<file path="config.mk">
export PLATFORM = sky130hd
export DESIGN_NAME = ddr2_emr_tracker
export DESIGN_NICKNAME = d
export VERILOG_FILES = /design/src/rtl/emr_pkg.sv /design/src/rtl/emr_shadow.sv /design/src/rtl/dll_lock_tracker.sv /design/src/rtl/odt_holdoff_tracker.sv /design/src/rtl/violation_monitor.sv /design/src/rtl/ddr2_emr_tracker.sv
export SDC_FILE = /design/constraint.sdc
export NUM_CORES = 1
export LEC_CHECK = 0
export BUFFER_PORTS_ARGS = -buffer_cell sky130_fd_sc_hd__buf_2
export CAP_MARGIN = 25
export CORE_ASPECT_RATIO = 0.9
export CORE_MARGIN = 10
export CORE_UTILIZATION = 46
export DETAILED_ROUTE_END_ITERATION = 8
export PLACE_DENSITY = 0.74
export SLEW_MARGIN = 15
export SYNTH_ARGS = -nofsm -noshare
export SYNTH_HDL_FRONTEND = slang
export SYNTH_SLANG_ARGS = --single-unit
</file>
<file path="constraint.sdc">
create_clock -name clk -period 1.5 [get_ports clk]
set_input_delay 0.225 -clock clk [delete_from_list [all_inputs] [get_ports clk]]
set_output_delay 0.225 -clock clk [all_outputs]
set_load 0.005 [all_outputs]
</file>
<file path="src/rtl/emr_pkg.sv">
package emr_pkg;

    localparam int VAL_W = 14;

    typedef enum logic [1:0] {
        CMD_LOAD     = 2'd0,
        CMD_READ     = 2'd1,
        CMD_SR_ENTER = 2'd2,
        CMD_SR_EXIT  = 2'd3
    } cmd_kind_e;

    localparam logic [1:0] SEL_MODE = 2'd0;
    localparam logic [1:0] SEL_EXT  = 2'd1;

    localparam int BIT_DLL_OFF    = 0;
    localparam int BIT_DRIVE_LOW  = 1;
    localparam int BIT_TERM_LO    = 2;
    localparam int BIT_TERM_HI    = 6;
    localparam int BIT_STROBE_OFF = 10;
    localparam int BIT_RSTROBE    = 11;
    localparam int BIT_OUT_OFF    = 12;
    localparam int BIT_DLL_RESET  = 8;

    typedef struct packed {
        logic       dll_off;
        logic       drive_low;
        logic [1:0] term;
        logic       strobe_n_off;
        logic       rstrobe_en;
        logic       out_off;
    } emr_fields_t;

    localparam emr_fields_t EMR_RESET = '{dll_off: 1'b1, drive_low: 1'b0, term: 2'b00,
                                          strobe_n_off: 1'b0, rstrobe_en: 1'b0, out_off: 1'b0};

    function automatic emr_fields_t unpack_emr(input logic [VAL_W-1:0] v);
        emr_fields_t f;
        f.dll_off      = v[BIT_DLL_OFF];
        f.drive_low    = v[BIT_DRIVE_LOW];
        f.term         = {v[BIT_TERM_HI], v[BIT_TERM_LO]};
        f.strobe_n_off = v[BIT_STROBE_OFF];
        f.rstrobe_en   = v[BIT_RSTROBE];
        f.out_off      = v[BIT_OUT_OFF];
        return f;
    endfunction

endpackage

</file>
<file path="src/rtl/emr_shadow.sv">
module emr_shadow
    import emr_pkg::*;
(
    input  logic              clk,
    input  logic              rst,
    input  logic              load_ext,
    input  logic [VAL_W-1:0]  value,
    output emr_fields_t       fields_q,
    output emr_fields_t       fields_new
);
    assign fields_new = unpack_emr(value);

    always_ff @(posedge clk) begin
        if (rst)
            fields_q <= EMR_RESET;
        else if (load_ext)
            fields_q <= fields_new;
    end
endmodule

</file>
<file path="src/rtl/dll_lock_tracker.sv">
module dll_lock_tracker #(
    parameter int LOCK_CYCLES = 200
) (
    input  logic clk,
    input  logic rst,
    input  logic dll_enabled,
    input  logic emr_load,
    input  logic new_dll_off,
    input  logic dll_reset_cmd,
    input  logic sr_enter,
    input  logic sr_exit,
    output logic in_sref,
    output logic dll_running,
    output logic read_ok
);
    localparam int CW = $clog2(LOCK_CYCLES + 1);
    localparam logic [CW-1:0] LOCK_V = CW'(LOCK_CYCLES);

    logic [CW-1:0] cnt;
    logic          dll_toggle;

    assign dll_toggle = emr_load && (new_dll_off == dll_enabled);

    always_ff @(posedge clk) begin
        if (rst) begin
            cnt     <= '0;
            in_sref <= 1'b0;
        end else if (sr_enter && !in_sref) begin
            in_sref <= 1'b1;
            cnt     <= '0;
        end else if (sr_exit && in_sref) begin
            in_sref <= 1'b0;
            cnt     <= dll_enabled ? CW'(1) : '0;
        end else if (dll_toggle) begin
            cnt <= '0;
        end else if (dll_reset_cmd && !in_sref) begin
            cnt <= CW'(1);
        end else if (cnt != '0 && cnt < LOCK_V) begin
            cnt <= cnt + 1'b1;
        end
    end

    assign dll_running = dll_enabled && !in_sref;
    assign read_ok     = dll_running && (cnt == LOCK_V);

    AST_RESET_RELOCK: assert property (@(posedge clk) disable iff (rst)
        (dll_reset_cmd && !in_sref) |=> !read_ok);
    AST_TOGGLE_NOLOCK: assert property (@(posedge clk) disable iff (rst)
        dll_toggle |=> !read_ok);
    AST_SREF_EXIT_RELOCK: assert property (@(posedge clk) disable iff (rst)
        (sr_exit && in_sref) |=> !read_ok);
endmodule

</file>
<file path="src/rtl/odt_holdoff_tracker.sv">
module odt_holdoff_tracker #(
    parameter int HOLDOFF = 8
) (
    input  logic       clk,
    input  logic       rst,
    input  logic       load_ext,
    input  logic [1:0] old_term,
    input  logic [1:0] new_term,
    input  logic       in_sref,
    output logic       odt_ok,
    output logic       holdoff_busy
);
    localparam int HW = $clog2(HOLDOFF + 1);
    localparam logic [HW-1:0] HOLD_V = HW'(HOLDOFF);

    logic [HW-1:0] hcnt;
    logic          term_turn_on;

    assign term_turn_on = load_ext && (new_term != 2'b00) && (old_term == 2'b00);

    always_ff @(posedge clk) begin
        if (rst)
            hcnt <= '0;
        else if (term_turn_on)
            hcnt <= HOLD_V;
        else if (load_ext && new_term == 2'b00)
            hcnt <= '0;
        else if (hcnt != '0)
            hcnt <= hcnt - 1'b1;
    end

    assign holdoff_busy = (hcnt != '0);
    assign odt_ok       = (old_term != 2'b00) && !holdoff_busy && !in_sref;

    AST_ODT_HOLD: assert property (@(posedge clk) disable iff (rst)
        term_turn_on |=> !odt_ok);
endmodule

</file>
<file path="src/rtl/violation_monitor.sv">
module violation_monitor (
    input  logic clk,
    input  logic rst,
    input  logic is_read,
    input  logic read_ok,
    input  logic sr_enter,
    input  logic in_sref,
    input  logic odt_in,
    input  logic holdoff_busy,
    output logic violation
);
    logic read_bad;
    logic odt_bad;

    assign read_bad = is_read && !read_ok;
    assign odt_bad  = odt_in && (sr_enter || in_sref || holdoff_busy);

    always_ff @(posedge clk) begin
        if (rst)
            violation <= 1'b0;
        else
            violation <= read_bad || odt_bad;
    end
endmodule

</file>
<file path="src/rtl/ddr2_emr_tracker.sv">
module ddr2_emr_tracker
    import emr_pkg::*;
#(
    parameter int LOCK_CYCLES = 200,
    parameter int ODT_HOLDOFF = 8
) (
    input  logic        clk,
    input  logic        rst,
    input  logic        cmd_valid,
    input  logic [1:0]  cmd_kind,
    input  logic [1:0]  reg_sel,
    input  logic [13:0] reg_value,
    input  logic        odt_in,
    output logic        dll_on,
    output logic        drive_reduced,
    output logic        strobe_n_on,
    output logic        rstrobe_on,
    output logic        rstrobe_n_on,
    output logic        outputs_off,
    output logic [1:0]  term_code,
    output logic        read_ok,
    output logic        odt_ok,
    output logic        violation
);
    cmd_kind_e   kind;
    logic        is_load, load_ext, dll_reset_cmd, is_read, sr_enter, sr_exit;
    emr_fields_t fields_q, fields_new;
    logic        in_sref, holdoff_busy;

    assign kind          = cmd_kind_e'(cmd_kind);
    assign is_load       = cmd_valid && (kind == CMD_LOAD);
    assign load_ext      = is_load && (reg_sel == SEL_EXT);
    assign dll_reset_cmd = is_load && (reg_sel == SEL_MODE) && reg_value[BIT_DLL_RESET];
    assign is_read       = cmd_valid && (kind == CMD_READ);
    assign sr_enter      = cmd_valid && (kind == CMD_SR_ENTER);
    assign sr_exit       = cmd_valid && (kind == CMD_SR_EXIT);

    emr_shadow u_shadow (
        .clk        (clk),
        .rst        (rst),
        .load_ext   (load_ext),
        .value      (reg_value),
        .fields_q   (fields_q),
        .fields_new (fields_new)
    );

    dll_lock_tracker #(.LOCK_CYCLES(LOCK_CYCLES)) u_dll (
        .clk           (clk),
        .rst           (rst),
        .dll_enabled   (!fields_q.dll_off),
        .emr_load      (load_ext),
        .new_dll_off   (fields_new.dll_off),
        .dll_reset_cmd (dll_reset_cmd),
        .sr_enter      (sr_enter),
        .sr_exit       (sr_exit),
        .in_sref       (in_sref),
        .dll_running   (dll_on),
        .read_ok       (read_ok)
    );

    odt_holdoff_tracker #(.HOLDOFF(ODT_HOLDOFF)) u_odt (
        .clk          (clk),
        .rst          (rst),
        .load_ext     (load_ext),
        .old_term     (fields_q.term),
        .new_term     (fields_new.term),
        .in_sref      (in_sref),
        .odt_ok       (odt_ok),
        .holdoff_busy (holdoff_busy)
    );

    violation_monitor u_viol (
        .clk          (clk),
        .rst          (rst),
        .is_read      (is_read),
        .read_ok      (read_ok),
        .sr_enter     (sr_enter),
        .in_sref      (in_sref),
        .odt_in       (odt_in),
        .holdoff_busy (holdoff_busy),
        .violation    (violation)
    );

    assign drive_reduced = fields_q.drive_low;
    assign strobe_n_on   = !fields_q.strobe_n_off;
    assign rstrobe_on    = fields_q.rstrobe_en;
    assign rstrobe_n_on  = fields_q.rstrobe_en && !fields_q.strobe_n_off;
    assign outputs_off   = fields_q.out_off;
    assign term_code     = fields_q.term;

    AST_EARLY_READ_FLAG: assert property (@(posedge clk) disable iff (rst)
        (is_read && !read_ok) |=> violation);
    AST_SREF_ODT_FLAG: assert property (@(posedge clk) disable iff (rst)
        (sr_enter && odt_in) |=> violation);
    AST_SREF_DLL_OFF: assert property (@(posedge clk) disable iff (rst)
        sr_enter |=> !dll_on);
endmodule

</file>
==> metrics.cfg <==
[timing]
finClkSkew_ns = 0.00428
timing.setup.tns_ns = -0.336
worst_hold_slack_ns = 0.137
rsz0062_at_grt = yes
max_slew_margin_pct = 77.3
setup_ws_ns = -0.207
timing.fmax_ghz = 0.586
finalCritPeriodShare_pct = 114
slew_violations = 0
max_slew.worst_pin.slew_ns = 0.339
setup_violations = 2
hold_viol_final = 0
min_period_ns = 1.71

[die]
dieArea_um2 = 5120
ioPinCount = 33
rows = 17
dieHeight_um = 68.9
start_util_pct = 49.1
coreArea_um2 = 2490
fp.dieW_um = 74.3

[power_and_ir_drop]
p_leak_nw = 0.707
power_frac_clock_pct = 17.6
intPower_mw = 1.11
ir_worst_vdd_mv = 0.881
comb_power_share_pct = 41.7
p_switching_mw = 0.533
p_per_area_nw_per_um2 = 993
power_mw = 1.65
seqPwrFrac_pct = 40.7
p_sw_share_pct = 32.4

[global_routing]
grt_max_degree = 13
grt_remaining_overflow = 0
grt_pass1_vias = 1212
grt_pass1_wl_um = 5130
antenna_found_initial = 0
grtUsageTotal_pct = 12.7

[drt]
drtIter0Drc = 30
drcViolationCount = 0
via_per_inst = 5.71
antenna_left = 0
num_vias = 1204
postRouteWirelength_um = 3330
wl_per_cell_um = 15.8
first_pass_iters = 4

[synth]
avgSynthCellArea_um2 = 8.86
syn_inst = 138
synth_flop_cell = dfxtp_1
syn-cell-area_um2 = 1220
synth_cell_types = 48
ys_seq_elements = 21
synthArstFlopShare_pct = 0
yosysWarnings = 0
ys_seq_area_share_pct = 34.4
synth_edf_count = 0
syn_nets = 163

[placement]
dpl_worst_slack_ns = -0.0719
port_buffers = 26
gp_congestion = 0.909
dp_hpwl_um = 2390
dp.cells = 202

[setup_path]
crit_family = simple AND/OR/NAND/NOR gates
worst-setup-path-type = reg2out
r2r-start = u_odt.hcnt[1]
startpoint_type = flop
crit_path_end_kind = primary output
crit_arrival_ns = 1.48
slowest_stage = or3b_4
path_buf_inv = 2
startpoint = u_odt.hcnt[1]
crit_required_ns = 1.27
cp_cell_sequence = inv_2 > ha_4 > or3b_4 > nor3_2 > buf_2
cp_max_fo = 2
cpPeakStageDelay_ns = 0.39

[outcome]
status = finished with violations
violations = negative setup slack

[finish]
multi_input_area_um2 = 800
drive_gt1_share_pct = 47.0
syn_to_final_growth_pct = 35.5
fill_cells = 210
layout.nets = 209
ff_latch_area_um2 = 430
instances_no_fill = 211
diodes = 0

[clock_tree]
cts_max_level = 1
clk_pin_slew_worst_paths_ns = 0.12
clockBufferDepth = 2
cts_tree = built
cts-root-buf = clkbuf_4
cts_buffers = 3
hold_buffers = 0
clock-sinks = 21
clock_latency_ns = 0.32

[hold_path]
min_from = reg_value[11]
worstHoldPathType = in2reg

[flow_run]
maxCapViolations = 0

## worst register-to-register path, stage by stage (launching register included)
cell and delay (ns):
dfxtp_2 0.35, inv_2 0.06, ha_4 0.13, or3b_4 0.39, buf_4 0.17, xnor2_1 0.11
and2_1 0.16
## sequential cells by signal, summed over array words and instances, names as in the netlist
register	cells
u_dll.cnt	8
u_shadow.fields_q	7
u_odt.hcnt	4
u_dll.in_sref	1
u_viol.violation	1
## what timing repair did
action / 4_1_cts / 5_1_grt
buffers inserted: 4 / 1
pin swaps: 3 / 3
endpoints found under the setup margin: 8 / 11
resized for setup: 19 / 15
## through the flow
step / util, % / cell area, um^2
final: 66.6 / 1660
after global routing: 66.6 / 1660
after floorplan: - / 1230
after global placement: 59.4 / 1480
after CTS: 64.2 / 1600
after detailed placement: 59.4 / 1480
## cells in the mapped netlist, types with 3 or more instances
| library cell | instances | area [um^2] |
|---|---|---|
| inv_1 | 11 | 41.3 |
| mux2i_1 | 9 | 90.1 |
| nand3_1 | 4 | 20.0 |
| nor2_1 | 15 | 56.3 |
| ha_1 | 3 | 37.5 |
| o21ai_0 | 5 | 25.0 |
| dfxtp_1 | 21 | 420 |
| nor3_1 | 5 | 25.0 |
| buf_6 | 3 | 33.8 |
| a21oi_1 | 5 | 25.0 |
| and2_1 | 3 | 18.8 |
| nand2_1 | 7 | 26.3 |
## power by group through the flow
stage                     clock network (mW)  registers, mW  logic, mW
after global placement                     0          0.664      0.481
after global routing                   0.326          0.676      0.746
after CTS                              0.301          0.666      0.638
after detailed placement                   0          0.668      0.507
after floorplan                            0          0.660      0.344
final                                  0.290          0.669      0.687
## kinds of logic after synthesis
family	synth area share, %
fa+ha+maj	3.07
compound gates	19.7
flops	34.4
mux	8.29
simple gates	24.1
xor+xnor	2.15
buf+inv	8.39
## routing by layer
metal  track usage [%]  wire length, um  up-vias  share of wire, %
met5                 0                0        -                 0
li1                  -                -      586                 -
met2              23.0             1830       31                55
met4              9.82               93        0               2.8
met3              1.85               85       10               2.6
met1              13.0             1320      577                40
## worst paths after layout
check | slack (ns) | cells after the start | end
setup / recovery | -0.21 | 5 | odt_ok
hold / removal | 0.14 | 3 | u_shadow.fields_q[1]
setup reg to reg | 0.04 | 6 | u_odt.hcnt[0]
hold reg to reg | 0.51 | 2 | u_shadow.fields_q[5]
## placed cells by master, fill, tap and decap left out, types with 3 or more instances in the layout
cell | synthesis | layout
a21oi_1 | 5 | 5
nor2_1 | 15 | 14
nand3_1 | 4 | 4
o21ai_0 | 5 | 3
buf_4 | 2 | 20
buf_2 | 1 | 26
inv_2 | 0 | 4
clkbuf_4 | 0 | 3
inv_1 | 11 | 7
mux2i_1 | 9 | 8
nor3_1 | 5 | 3
nand2_1 | 7 | 7
dfxtp_1 | 21 | 13
dfxtp_2 | 0 | 8
## cell type report
| class | count | share of cell area (%) |
|---|---|---|
| multi-input combinational | 98 | 48.3 |
| sequential | 21 | 26.0 |
| timing repair buffer | 49 | 19.5 |
| inverter | 11 | 2.49 |
| tap | 28 | 2.11 |
| clock buffer | 3 | 1.36 |
| clock inverter | 1 | 0.302 |
Note: power is estimated with default switching activity, not from simulation.
